## src/rtl/tmr_pkg.sv

```systemverilog
package tmr_pkg;
  localparam int unsigned TMR_CNT_W = 32;
  localparam int unsigned TMR_RST_COUNT = 1;
  localparam int unsigned TMR_RST_CMP = 0;
endpackage

```

## src/rtl/tmr_count_reg.sv

```systemverilog
module tmr_count_reg #(
  parameter int unsigned W = 32,
  parameter int unsigned RST_VAL = 1
) (
  input  logic         clk,
  input  logic         rst,
  input  logic         tick_en,
  input  logic         wr_en,
  input  logic [W-1:0] wr_data,
  output logic [W-1:0] cnt_q,
  output logic         step_o,
  output logic [W-1:0] cnt_inc_o
);
  localparam logic [W-1:0] RST_CNT = W'(RST_VAL);
  localparam logic [W-1:0] ONE = W'(1);

  // a load wins over a step; the step is what arms matching
  assign step_o    = tick_en && !wr_en;
  assign cnt_inc_o = cnt_q + ONE;

  always_ff @(posedge clk) begin
    if (rst)         cnt_q <= RST_CNT;
    else if (wr_en)  cnt_q <= wr_data;
    else if (tick_en) cnt_q <= cnt_inc_o;
  end

  assert_step_R2: assert property (@(posedge clk) disable iff (rst)
    (tick_en && !wr_en) |=> (cnt_q == $past(cnt_q) + ONE));
  assert_hold_R2: assert property (@(posedge clk) disable iff (rst)
    (!tick_en && !wr_en) |=> $stable(cnt_q));
  assert_load_R9: assert property (@(posedge clk) disable iff (rst)
    wr_en |=> (cnt_q == $past(wr_data)));
endmodule

```

## src/rtl/tmr_cmp_reg.sv

```systemverilog
module tmr_cmp_reg #(
  parameter int unsigned W = 32,
  parameter int unsigned RST_VAL = 0
) (
  input  logic         clk,
  input  logic         rst,
  input  logic         wr_en,
  input  logic [W-1:0] wr_data,
  output logic [W-1:0] cmp_q
);
  localparam logic [W-1:0] RST_CMP = W'(RST_VAL);

  always_ff @(posedge clk) begin
    if (rst)        cmp_q <= RST_CMP;
    else if (wr_en) cmp_q <= wr_data;
  end

  assert_keep_R7: assert property (@(posedge clk) disable iff (rst)
    !wr_en |=> $stable(cmp_q));
endmodule

```

## src/rtl/tmr_irq_ctrl.sv

```systemverilog
module tmr_irq_ctrl #(
  parameter int unsigned W = 32
) (
  input  logic         clk,
  input  logic         rst,
  input  logic         step_i,
  input  logic [W-1:0] cnt_inc_i,
  input  logic [W-1:0] cmp_i,
  input  logic         ack_i,
  output logic         irq_q
);
  logic hit;

  // only a counting step can move into equality; acknowledge dominates
  assign hit = step_i && !ack_i && (cnt_inc_i == cmp_i);

  always_ff @(posedge clk) begin
    if (rst)        irq_q <= 1'b0;
    else if (ack_i) irq_q <= 1'b0;
    else if (hit)   irq_q <= 1'b1;
  end

  assert_ack_clears_R6: assert property (@(posedge clk) disable iff (rst)
    ack_i |=> !irq_q);
  assert_sticky_R5: assert property (@(posedge clk) disable iff (rst)
    (irq_q && !ack_i) |=> irq_q);
  assert_no_step_no_rise_R7: assert property (@(posedge clk) disable iff (rst)
    (!step_i && !irq_q) |=> !irq_q);
endmodule

```

## src/rtl/cmp_timer.sv

```systemverilog
module cmp_timer
  import tmr_pkg::*;
#(
  parameter int unsigned CNT_W = TMR_CNT_W
) (
  input  logic             clk,
  input  logic             rst,
  input  logic             tick_en,
  input  logic             cnt_wr,
  input  logic [CNT_W-1:0] cnt_wdata,
  input  logic             cmp_wr,
  input  logic [CNT_W-1:0] cmp_wdata,
  output logic [CNT_W-1:0] cnt_rdata,
  output logic [CNT_W-1:0] cmp_rdata,
  output logic             irq_o
);
  logic             step;
  logic [CNT_W-1:0] cnt_inc;

  tmr_count_reg #(.W(CNT_W), .RST_VAL(TMR_RST_COUNT)) u_count (
    .clk(clk), .rst(rst), .tick_en(tick_en), .wr_en(cnt_wr),
    .wr_data(cnt_wdata), .cnt_q(cnt_rdata), .step_o(step), .cnt_inc_o(cnt_inc)
  );

  tmr_cmp_reg #(.W(CNT_W), .RST_VAL(TMR_RST_CMP)) u_cmp (
    .clk(clk), .rst(rst), .wr_en(cmp_wr), .wr_data(cmp_wdata), .cmp_q(cmp_rdata)
  );

  tmr_irq_ctrl #(.W(CNT_W)) u_irq (
    .clk(clk), .rst(rst), .step_i(step), .cnt_inc_i(cnt_inc),
    .cmp_i(cmp_rdata), .ack_i(cmp_wr), .irq_q(irq_o)
  );

  assert_rise_on_match_R4: assert property (@(posedge clk) disable iff (rst)
    $rose(irq_o) |-> (cnt_rdata == cmp_rdata));
  assert_both_writes_R8: assert property (@(posedge clk) disable iff (rst)
    (cnt_wr && cmp_wr) |=> (!irq_o && cnt_rdata == $past(cnt_wdata)
                             && cmp_rdata == $past(cmp_wdata)));
  assert_cnt_wr_no_fire_R7: assert property (@(posedge clk) disable iff (rst)
    (cnt_wr && !irq_o) |=> !irq_o);
  assert_reset_R1: assert property (@(posedge clk)
    rst |=> (cnt_rdata == CNT_W'(TMR_RST_COUNT) && cmp_rdata == CNT_W'(TMR_RST_CMP) && !irq_o));
endmodule

```

## config.mk

```make
export PLATFORM = sky130hd
export DESIGN_NAME = cmp_timer
export DESIGN_NICKNAME = d
export VERILOG_FILES = /design/src/rtl/tmr_pkg.sv /design/src/rtl/tmr_count_reg.sv /design/src/rtl/tmr_cmp_reg.sv /design/src/rtl/tmr_irq_ctrl.sv /design/src/rtl/cmp_timer.sv
export SDC_FILE = /design/constraint.sdc
export NUM_CORES = 1
export LEC_CHECK = 0
export BUFFER_PORTS_ARGS = -buffer_cell sky130_fd_sc_hd__buf_2
export CORE_ASPECT_RATIO = 1.2
export CORE_UTILIZATION = 40
export CTS_BUF_LIST = sky130_fd_sc_hd__clkbuf_16
export DETAILED_ROUTE_END_ITERATION = 10
export GPL_ROUTABILITY_DRIVEN = 0
export GPL_TIMING_DRIVEN = 1
export HOLD_SLACK_MARGIN = 0.02
export PLACE_DENSITY = 0.72
export SLEW_MARGIN = 10
export SYNTH_ARGS = -nofsm -noshare
export SYNTH_HDL_FRONTEND = slang
export SYNTH_SLANG_ARGS = --single-unit
export TNS_END_PERCENT = 100
```

## constraint.sdc

```tcl
create_clock -name clk -period 2.7 [get_ports clk]
set_input_delay 0.135 -clock clk [delete_from_list [all_inputs] [get_ports clk]]
set_output_delay 0.135 -clock clk [all_outputs]
set_load 0.01 [all_outputs]
```

---- Word-level counts from Yosys, hierarchy flattened ----
Index checks and enable logic that the tools add are counted.
operators by class
  $add $sub $neg .......................... 1
  eq/ne operators ......................... 1
  muxes and demuxes ....................... 2
  reductions and logical operators ........ 7
operator list
  cell                                                              number
  32-bit two-way mux                                                2
  32-bit by 1-bit adder with 32-bit output (second input constant)  1
  32-bit equality test                                              1
  1-bit logical AND                                                 3
  1-bit logical NOT                                                 2
  2-bit nonzero test                                                1
  2-bit OR reduction                                                1
storage, ports and cells
  bits in registers ....................... 65
  word-level logic and storage cells ...... 14

---- Depth between registers and ports, before layout ----
Gate-level depths: netlist of the first run.
  depth after elaboration ................. 4
  gate-level depth with buffers ........... 10
  depth with buffers taken out ............ 8

---- By module ----
A second synthesis of the first run with hierarchy kept.
unflattened totals
  cells, all modules ...................... 470
  area total of the unflattened synthesis .. 4025.1 µm²
by module, submodules not included
  module         instances  cells an instance  area an instance (µm²)  seq. area each (µm²)
  tmr_count_reg  1          321                2481.1                  640.6
  tmr_cmp_reg    1          103                1163.6                  640.6
  tmr_irq_ctrl   1          46                 380.4                   20.0

---- Worst setup path after synthesis of the first run ----
OpenSTA, ideal clock, no wires.
  path kind ............................... flip-flop to flip-flop
  start point ............................. register u_count.cnt_q[0]
  end point ............................... register u_irq.irq_q
  data arrival time ....................... 2.684 ns
  data required time ...................... 2.631 ns
  setup slack ............................. -0.053 ns
  cell stages (with the launch flop) ...... 10
  path buffers ............................ 1
  path through ............................ dfxtp_1 ha_1 and3_1 buf_2 nand2_1 nor4_2 o211ai_1 or4_1 or4_1 o21ai_1
between the ends
  word-level cells in the longest chain between the ends .. 3
RTL lines
  what                                      line                 text
  from (decl)                               tmr_count_reg.sv:10  output logic [W-1:0] cnt_q,
  from (signal assigned)                    tmr_count_reg.sv:23  else if (wr_en) cnt_q <= wr_data;
  from (signal assigned)                    tmr_count_reg.sv:24  else if (tick_en) cnt_q <= cnt_inc_o;
  32-bit by 1-bit adder with 32-bit output  tmr_count_reg.sv:19  assign cnt_inc_o = cnt_q + ONE;
  32-bit equality test                      tmr_irq_ctrl.sv:15   assign hit = step_i && !ack_i && (cnt_inc_i == cmp_i);
  1-bit logical AND                         tmr_irq_ctrl.sv:15
  to (signal assigned)                      tmr_irq_ctrl.sv:18   if (rst) irq_q <= 1'b0;
  to (signal assigned)                      tmr_irq_ctrl.sv:19   else if (ack_i) irq_q <= 1'b0;
  to (signal assigned)                      tmr_irq_ctrl.sv:20   else if (hit) irq_q <= 1'b1;
  to (decl)                                 tmr_irq_ctrl.sv:10   output logic irq_q
Every way passes these cells.
A chain may end at the register's enable or synchronous reset.

---- Final worst setup path of the first run ----
Same ends and word-level chain as after synthesis.

==> flow_summary.json, run 1 <==
{
  "die_h_um": 114,
  "synthArstFlopShare": 0,
  "cts_tree": "yes",
  "dr.pass1.iters": 4,
  "holdPathStages": 3,
  "grt_pass1_vias": 4192,
  "reg2reg_from": "u_count.cnt_q[0]",
  "drtIter0Drc": 222,
  "htreeDepth": 3,
  "cts.clk_slew.worst_paths_ns": 0.06,
  "stdcell_count": 783,
  "start_util": 0.415,
  "finalCriticalPeriod_ns": 2.56,
  "max_stage_delay_ns": 0.58,
  "synth_warnings": 0,
  "max-slew-margin-rel": 0.545,
  "min_path_type": "in2reg",
  "total_power_mw": 2.81,
  "rsz0062_at_grt": "no",
  "grt_pass1_wl_mm": 20.1,
  "pin_count": 134,
  "hold_path_startpoint": "cmp_wdata[19]",
  "fillerInstances": 989,
  "cts_hold_buf": 0,
  "holdPathEnd": "u_cmp.cmp_q[19]",
  "path_delay_family": "simple AND/OR/NAND/NOR gates",
  "synth-edff-count": 0,
  "cts_root_buf": "clkbuf_16",
  "status": "finished clean",
  "fin_util": 0.532,
  "syn-instance-count": 508,
  "period_share": 0.949,
  "ys.flop_type": "dfxtp_1",
  "cap_violations": 0,
  "setup_viol_count_final": 0,
  "crit_required_ns": 2.97,
  "arrival_ns": 2.83,
  "final_cell_area_sq_um": 5380,
  "crit_type": "reg2reg",
  "syn-num-nets": 578,
  "slowest_stage": "or4_4",
  "r2r_end": "u_irq.irq_q",
  "whs_ns": 0.0321,
  "wl_mm": 12.8,
  "netlist_top_cells_count": "88 x nor2_1, 65 x dfxtp_1, 39 x mux2i_1, 33 x xor2_1, 32 x xnor2_1",
  "critPathBufInv": 0,
  "synth_area_leader_cell": "dfxtp_1",
  "p_per_area_nw_per_um2": 522,
  "clock_path_buffers": 2,
  "yosys.area.top_type_share": 0.310,
  "grtUsageTotal": 0.240,
  "tightest_slew_ns": 0.682,
  "placed_cell_area_sq_um": 5040,
  "fin_ws_ns": 0.137,
  "netlist-cell-type-count": 61,
  "fmax_ghz": 0.390,
  "antenna_cells": 0,
  "drc_errors": 0,
  "r2r_setup_slack_ns": 0.14,
  "synth.area.top_cells": "dfxtp_1 31%, mux2i_1 9.3%, nor2_1 7.9%",
  "ys_ff_latch": 65,
  "fin_setup_tns_ns": 0,
  "cts_sinks": 65,
  "synth_seq_area_share": 0.310,
  "crit_chain": "ha_1 -> and3_2 -> nand4_2 -> or4_4 -> a22oi_4 -> o2111ai_1 -> or4_1 -> o21ai_1",
  "vias_per_cell": 5.53,
  "peakVddDrop_v": 0.000317,
  "hold_viol_final": 0,
  "areaGrowthSynthToFinish_pct": 28.2,
  "clock_skew_ns": 0.00712,
  "reg2reg_depth": 8,
  "core-area_sq_um": 10100,
  "p_leak_nw": 2.44,
  "die_x_um": 95.5,
  "insertion_delay_ns": 0.33,
  "wl_per_cell_um": 16.3,
  "rows": 40,
  "synth_area_sq_um": 4190,
  "post-dp-hpwl_mm": 9.64,
  "maxSlewViolCount": 0,
  "cp-start-kind": "flip-flop",
  "critPathCaptureType": "flip-flop",
  "numCtsBuffers": 9,
  "die_area_sq_um": 10900,
  "nets": 722,
  "drive_gt1_frac": 0.312,
  "syn_area_per_cell_sq_um": 8.26,
  "portBuffers": 133,
  "antenna_found_initial": 0,
  "place_inst": 764,
  "worstPathMaxFanout": 7,
  "gr-total-overflow": 0,
  "pre_cts_ws_ns": 0.0734,
  "grt_max_degree": 65,
  "yosysMostFrequentCell": "nor2_1",
  "via_count": 4329,
  "ant_nets": 0
}
power breakdown:
group          internal, mW  switching (mW)
sequential             1.02          0.0592
combinational         0.242           0.280
clock                 0.792           0.414
layer usage:
layer	track usage	share of wire
met5	0	0
met4	0.131	0.039
met3	0.0538	0.063
met2	0.404	0.50
met1	0.278	0.40
cells by family (layout without fill, tap and decap cells):
kind of cell,after synthesis,after routing,share of synthesized area
AND/OR/NAND/NOR,217,217,0.269
AO/OA/AOI/OAI,71,71,0.114
XOR/XNOR,65,65,0.136
flip-flops,65,65,0.310
buffers and inverters,49,198,0.0722
multiplexers,39,39,0.0931
adder cells (fa/ha/maj),2,2,0.00537
flip-flops by register name, summed over array words and instances (netlist names):
register	count
u_irq.irq_q	1
u_count.cnt_q	32
u_cmp.cmp_q	32
placed cells by master, fill, tap and decap left out, types with 2 or more instances in the layout:
cell type,instances
a211o_1,2
a211oi_1,8
a21o_1,2
a21oi_1,29
a31o_2,2
a31oi_1,5
and2_1,6
and3_1,2
and4_1,7
and4_4,2
buf_2,133
buf_4,43
bufinv_16,2
clkbuf_16,9
dfxtp_1,64
inv_1,9
mux2i_1,39
nand2_1,25
nand2b_1,5
nand3_1,22
nand4_1,19
nand4b_1,2
nor2_1,88
nor2b_1,4
nor3_1,7
nor3b_1,2
nor4_1,7
o2111ai_1,2
o211ai_1,2
o21ai_0,2
o31ai_1,6
or3_1,2
or4_1,5
or4_4,2
xnor2_1,32
xor2_1,33
area by class of cell:
cell class	count	area [sq um]	area share
clock buffers	9	225	0.0419
clock inverters	7	80.1	0.0149
inverters	6	22.5	0.00419
multi-input cells	394	2600	0.484
flip-flops and latches	65	1300	0.242
well taps	126	158	0.0293
repair buffers	176	988	0.184
worst max-delay path by stage:
stage / from / endpoint / slack, ns / cells after the start
after floorplan: u_count.cnt_q[1] / u_irq.irq_q / 0.002 / 9
after global placement: u_count.cnt_q[0] / u_irq.irq_q / 0.18 / 8
after detailed placement: u_count.cnt_q[0] / u_irq.irq_q / 0.07 / 8
after CTS: u_count.cnt_q[0] / u_irq.irq_q / 0.06 / 8
after global routing: u_count.cnt_q[0] / u_irq.irq_q / 0.008 / 9
final: u_count.cnt_q[0] / u_irq.irq_q / 0.14 / 8
what timing repair did:
action	4_1_cts	5_1_grt
setup buffers	0	3
hold endpoints to repair	0	0
gates resized for setup	0	4
setup endpoints to repair	0	1
worst register-to-register path: cells and delay by family, from the launching register on:
family / cells / cell delay, ns
AND/OR/NAND/NOR: 4 / 1.48
adder cells (fa/ha/maj): 1 / 0.19
AO/OA/AOI/OAI: 3 / 0.43
flip-flops: 1 / 0.40
(Power assumes the default switching activity.)
==> run 2: changes to the inputs <==
- REMOVE_ABC_BUFFERS: default -> 1
==> run 2 against run 1 <==
Total power shrank 6.3%. Critical path type unchanged. Clock power shrank 15%. Utilization shrank 0.69 points. First-iteration DRC count shrank 9.0%. Register-to-register slack lost 0.04 ns. Hold slack lost 0.0026 ns. Non-clock buffer count shrank 3. Largest cell class unchanged. Clock-buffer cell count is the same. Worst setup slack lost 0.038 ns. Sequential cell count is the same.
==> flow_summary.json, run 2 (synthesis results as in run 1) <==
{
  "ant_nets": 0,
  "maxSlewViolCount": 0,
  "cap_violations": 0,
  "dr.pass1.iters": 5,
  "stdcell_count": 780,
  "switching_share": 0.292,
  "cts_tree": "yes",
  "clock_path_buffers": 2,
  "rows": 40,
  "status": "finished clean",
  "place_inst": 764,
  "vias_per_cell": 5.43,
  "worstPathMaxFanout": 5,
  "insertion_delay_ns": 0.34,
  "internal_power_mw": 1.86,
  "cts_sinks": 65,
  "hold_viol_final": 0,
  "portBuffers": 133,
  "setup_viol_count_final": 0,
  "p_per_area_nw_per_um2": 496,
  "numCtsBuffers": 9,
  "grt_pass1_vias": 4089,
  "total_power_mw": 2.63,
  "die_h_um": 114,
  "critPathCaptureType": "flip-flop",
  "whs_ns": 0.0294,
  "grt_pass1_wl_mm": 20.1,
  "layout_common_cells": "133 x buf_2, 88 x nor2_1, 63 x dfxtp_1",
  "gr-total-overflow": 0,
  "areaGrowthSynthToFinish_pct": 26.6,
  "htreeDepth": 3,
  "fin_util": 0.525,
  "pwr-share-seq": 0.412,
  "wl_per_cell_um": 16.3,
  "p_switching_mw": 0.769,
  "drc_errors": 0,
  "arrival_ns": 2.87,
  "drtIter0Drc": 202,
  "fin_setup_tns_ns": 0,
  "drive_gt1_frac": 0.310,
  "grtUsageTotal": 0.240,
  "die_area_sq_um": 10900,
  "fmax_ghz": 0.385,
  "cp-start-kind": "flip-flop",
  "cts_root_buf": "clkbuf_16",
  "die_x_um": 95.5,
  "antenna_found_initial": 0,
  "clock_skew_ns": 0.00723,
  "core-area_sq_um": 10100,
  "peakVddDrop_v": 0.000357,
  "post_cts_buffers": 0,
  "p_leak_nw": 2.41,
  "fillerInstances": 991,
  "pin_count": 134,
  "p_comb_frac": 0.196,
  "post-dp-hpwl_mm": 9.61,
  "clock_power_share": 0.392,
  "layout_commonest_cell": "buf_2",
  "finalCriticalPeriod_ns": 2.60,
  "cts.clk_slew.worst_paths_ns": 0.06,
  "period_share": 0.963,
  "max-slew-margin-rel": 0.552,
  "min_path_type": "in2reg",
  "crit_required_ns": 2.97,
  "tightest_slew_ns": 0.672,
  "crit_type": "reg2reg",
  "biggestRegsByFlops": "u_cmp.cmp_q (32), u_count.cnt_q (32), u_irq.irq_q (1)",
  "wl_mm": 12.7,
  "via_count": 4232,
  "start_util": 0.415,
  "nets": 719,
  "antenna_cells": 0,
  "grt_max_degree": 65
}
[run 2: cell count changes in the layout (fill, tap and decap cells not counted), moves of 2 or more]
cell and delta:
buf_4 -3, inv_1 -2, clkinv_1 +2, clkinv_2 +2, bufinv_16 -2
[run 2: layout make-up]
type                       instances  area, sq um  area share
clock buffer                       9          225      0.0424
clock inverter                     7         30.0     0.00566
inverter                           6         22.5     0.00424
multi-input combinational        394         2600       0.490
sequential                        65         1300       0.246
tap                              126          158      0.0297
timing repair buffer             173          966       0.182
[run 2: final timing paths]
check                    startpoint              end  slack, ns  cells past startpoint
setup / recovery  u_count.cnt_q[27]      u_irq.irq_q        0.1                      7
hold / removal        cmp_wdata[23]  u_cmp.cmp_q[23]       0.03                      3
setup reg to reg  u_count.cnt_q[27]      u_irq.irq_q        0.1                      7
hold reg to reg         u_irq.irq_q      u_irq.irq_q       0.45                      2
[run 2: critical path, cell delays in order (launching register included)]
cell	delay (ns)
dfxtp_1	0.40
nand4_4	0.17
or4_4	0.52
or4_1	0.43
a21oi_1	0.19
o2111ai_1	0.16
or4_1	0.53
o21ai_1	0.13
[run 2: power groups by stage]
stage          clock network, mW  registers [mW]  logic (mW)
6_report                    1.03            1.08       0.517
3_3_place_gp                   0            1.10       0.503
4_1_cts                     1.05            1.08       0.518
2_1_floorplan                  0            1.14       0.216
5_1_grt                     1.09            1.09       0.564
3_5_place_dp                   0            1.10       0.514
[run 2: metal layers]
metal,share of wire,track usage,vias up
met5,0,0,-
met2,0.51,0.428,153
met3,0.062,0.0525,17
met4,0.016,0.0746,0
met1,0.41,0.281,1985
li1,-,-,2077
[run 2: timing repair]
action | 4_1_cts | 5_1_grt
hold buffers | 0 | 0
gates resized for setup | 0 | 6
setup endpoints to repair | 0 | 1
[run 2: per-stage QoR]
| step | worst slack (ns) | cell area (sq um) |
|---|---|---|
| 4_1_cts | 0.0585 | 5290 |
| 2_1_floorplan | -0.0905 | 3910 |
| 6_report | 0.0995 | 5310 |
| 5_1_grt | -0.00520 | 5310 |
| 3_3_place_gp | 0.174 | 5040 |
| 3_5_place_dp | 0.0856 | 5040 |
==> run 3: changes to the inputs <==
- CORE_ASPECT_RATIO: 1.2 -> default
- PLACE_DENSITY: 0.72 -> 0.68
==> run 3 against run 2 <==
Critical path depth is the same. Sequential cell count is the same. First-iteration DRC count grew 20%.
==> flow_summary.json, run 3 (synthesis results as in run 1) <==
{
  "status": "finished clean",
  "cts_tree": "yes",
  "wl_per_cell_um": 15.8,
  "grt_pass1_wl_mm": 19.8,
  "reg2reg_from": "u_count.cnt_q[11]",
  "drive_gt1_frac": 0.314,
  "post-dp-hpwl_mm": 9.44,
  "gr-total-overflow": 0,
  "period_share": 0.959,
  "min_path_type": "in2reg",
  "setup_viol_count_final": 0,
  "hold_path_startpoint": "cnt_wdata[3]",
  "via_count": 4268,
  "antenna_cells": 0,
  "nets": 721,
  "final_cell_area_sq_um": 5340,
  "clock_skew_ns": 0.00684,
  "p_per_area_nw_per_um2": 490,
  "pre_cts_ws_ns": 0.0284,
  "layout_commonest_cell": "buf_2",
  "wl_mm": 12.5,
  "grtUsageTotal": 0.231,
  "internal_power_mw": 1.86,
  "grt_max_degree": 65,
  "areaGrowthSynthToFinish_pct": 27.4,
  "pin_count": 134,
  "vias_per_cell": 5.39,
  "peakVddDrop_v": 0.000208,
  "clock_path_buffers": 2,
  "stdcell_count": 792,
  "clock_power_share": 0.388,
  "worstPathMaxFanout": 6,
  "htreeDepth": 3,
  "arrival_ns": 2.87,
  "startpoint": "u_count.cnt_q[11]",
  "finalCriticalPeriod_ns": 2.59,
  "switching_share": 0.288,
  "die_area_sq_um": 10900,
  "fin_ws_ns": 0.111,
  "cts.clk_slew.worst_paths_ns": 0.06,
  "crit_type": "reg2reg",
  "layout_common_cells": "133 x buf_2, 88 x nor2_1, 63 x dfxtp_1",
  "insertion_delay_ns": 0.34,
  "cap_violations": 0,
  "dr.pass1.iters": 5,
  "p_switching_mw": 0.755,
  "antenna_found_initial": 0,
  "tightest_slew_ns": 0.681,
  "cts_hold_buf": 0,
  "max-slew-margin-rel": 0.546,
  "die_x_um": 104,
  "p_comb_frac": 0.200,
  "critPathCaptureType": "flip-flop",
  "cts_root_buf": "clkbuf_16",
  "cts_sinks": 65,
  "die_h_um": 104,
  "portBuffers": 133,
  "ant_nets": 0,
  "drtIter0Drc": 243,
  "biggestRegsByFlops": "u_cmp.cmp_q (32), u_count.cnt_q (32), u_irq.irq_q (1)",
  "drc_errors": 0,
  "grt_pass1_vias": 4002,
  "start_util": 0.410,
  "fmax_ghz": 0.386,
  "crit_required_ns": 2.98,
  "cp-start-kind": "flip-flop",
  "placed_cell_area_sq_um": 5060,
  "pwr-share-seq": 0.412,
  "maxSlewViolCount": 0,
  "numCtsBuffers": 9,
  "core-area_sq_um": 10200,
  "place_inst": 775,
  "hold_viol_final": 0,
  "rows": 37,
  "p_leak_nw": 2.42
}
[run 3: changes by cell type in the layout (fill, tap and decap cells not counted), sizes merged]
cell	delta
buf	+2
[run 3: critical path, stage by stage (launching register included)]
cell	delay [ns]
dfxtp_1	0.40
and4_4	0.29
nand4_1	0.20
nor4_4	0.37
o211ai_1	0.13
or4_1	0.52
or4_1	0.49
o21ai_1	0.13
[run 3: power by group through the flow]
stage	clock network, mW	logic (mW)	registers, mW
floorplan	0	0.216	1.14
global placement	0	0.510	1.09
detailed placement	0	0.520	1.10
CTS	1.04	0.523	1.08
global route	1.09	0.571	1.09
finish	1.02	0.523	1.08
[run 3: cell type report]
class / count / area (sq um)
multi-input combinational: 394 / 2610
timing repair buffer: 175 / 981
sequential: 65 / 1300
fill: 997 / 4890
clock inverter: 7 / 30.0
clock buffer: 9 / 225
inverter: 6 / 22.5
tap: 136 / 170
[run 3: timing repair]
action	CTS	global route
resized for setup	0	9
setup endpoints to repair	0	1
endpoints found under the hold margin	0	0
buffers inserted	0	1
[run 3: through the flow]
step	TNS [ns]	hold slack [ns]	util	power [mW]
final	0	0.0265	0.522	2.62
after global routing	-0.0114	0.0347	0.522	2.75
after CTS	0	0.0229	0.519	2.64
after detailed placement	0	0.370	0.494	1.62
after global placement	0	0.365	0.494	1.60
after floorplan	-0.0905	0.204	-	1.36
[run 3: metal layers]
layer | share of wire | vias to the layer above | track usage
li1 | - | 2083 | -
met1 | 0.44 | 1989 | 0.288
met2 | 0.47 | 171 | 0.379
met3 | 0.066 | 25 | 0.0576
met4 | 0.023 | 0 | 0.0898
met5 | 0 | - | 0
[run 3: worst paths after layout]
kind                 endpoint  slack, ns  cells past startpoint
max               u_irq.irq_q       0.11                      7
min          u_count.cnt_q[3]       0.03                      3
max reg2reg       u_irq.irq_q       0.11                      7
min reg2reg       u_irq.irq_q       0.50                      2
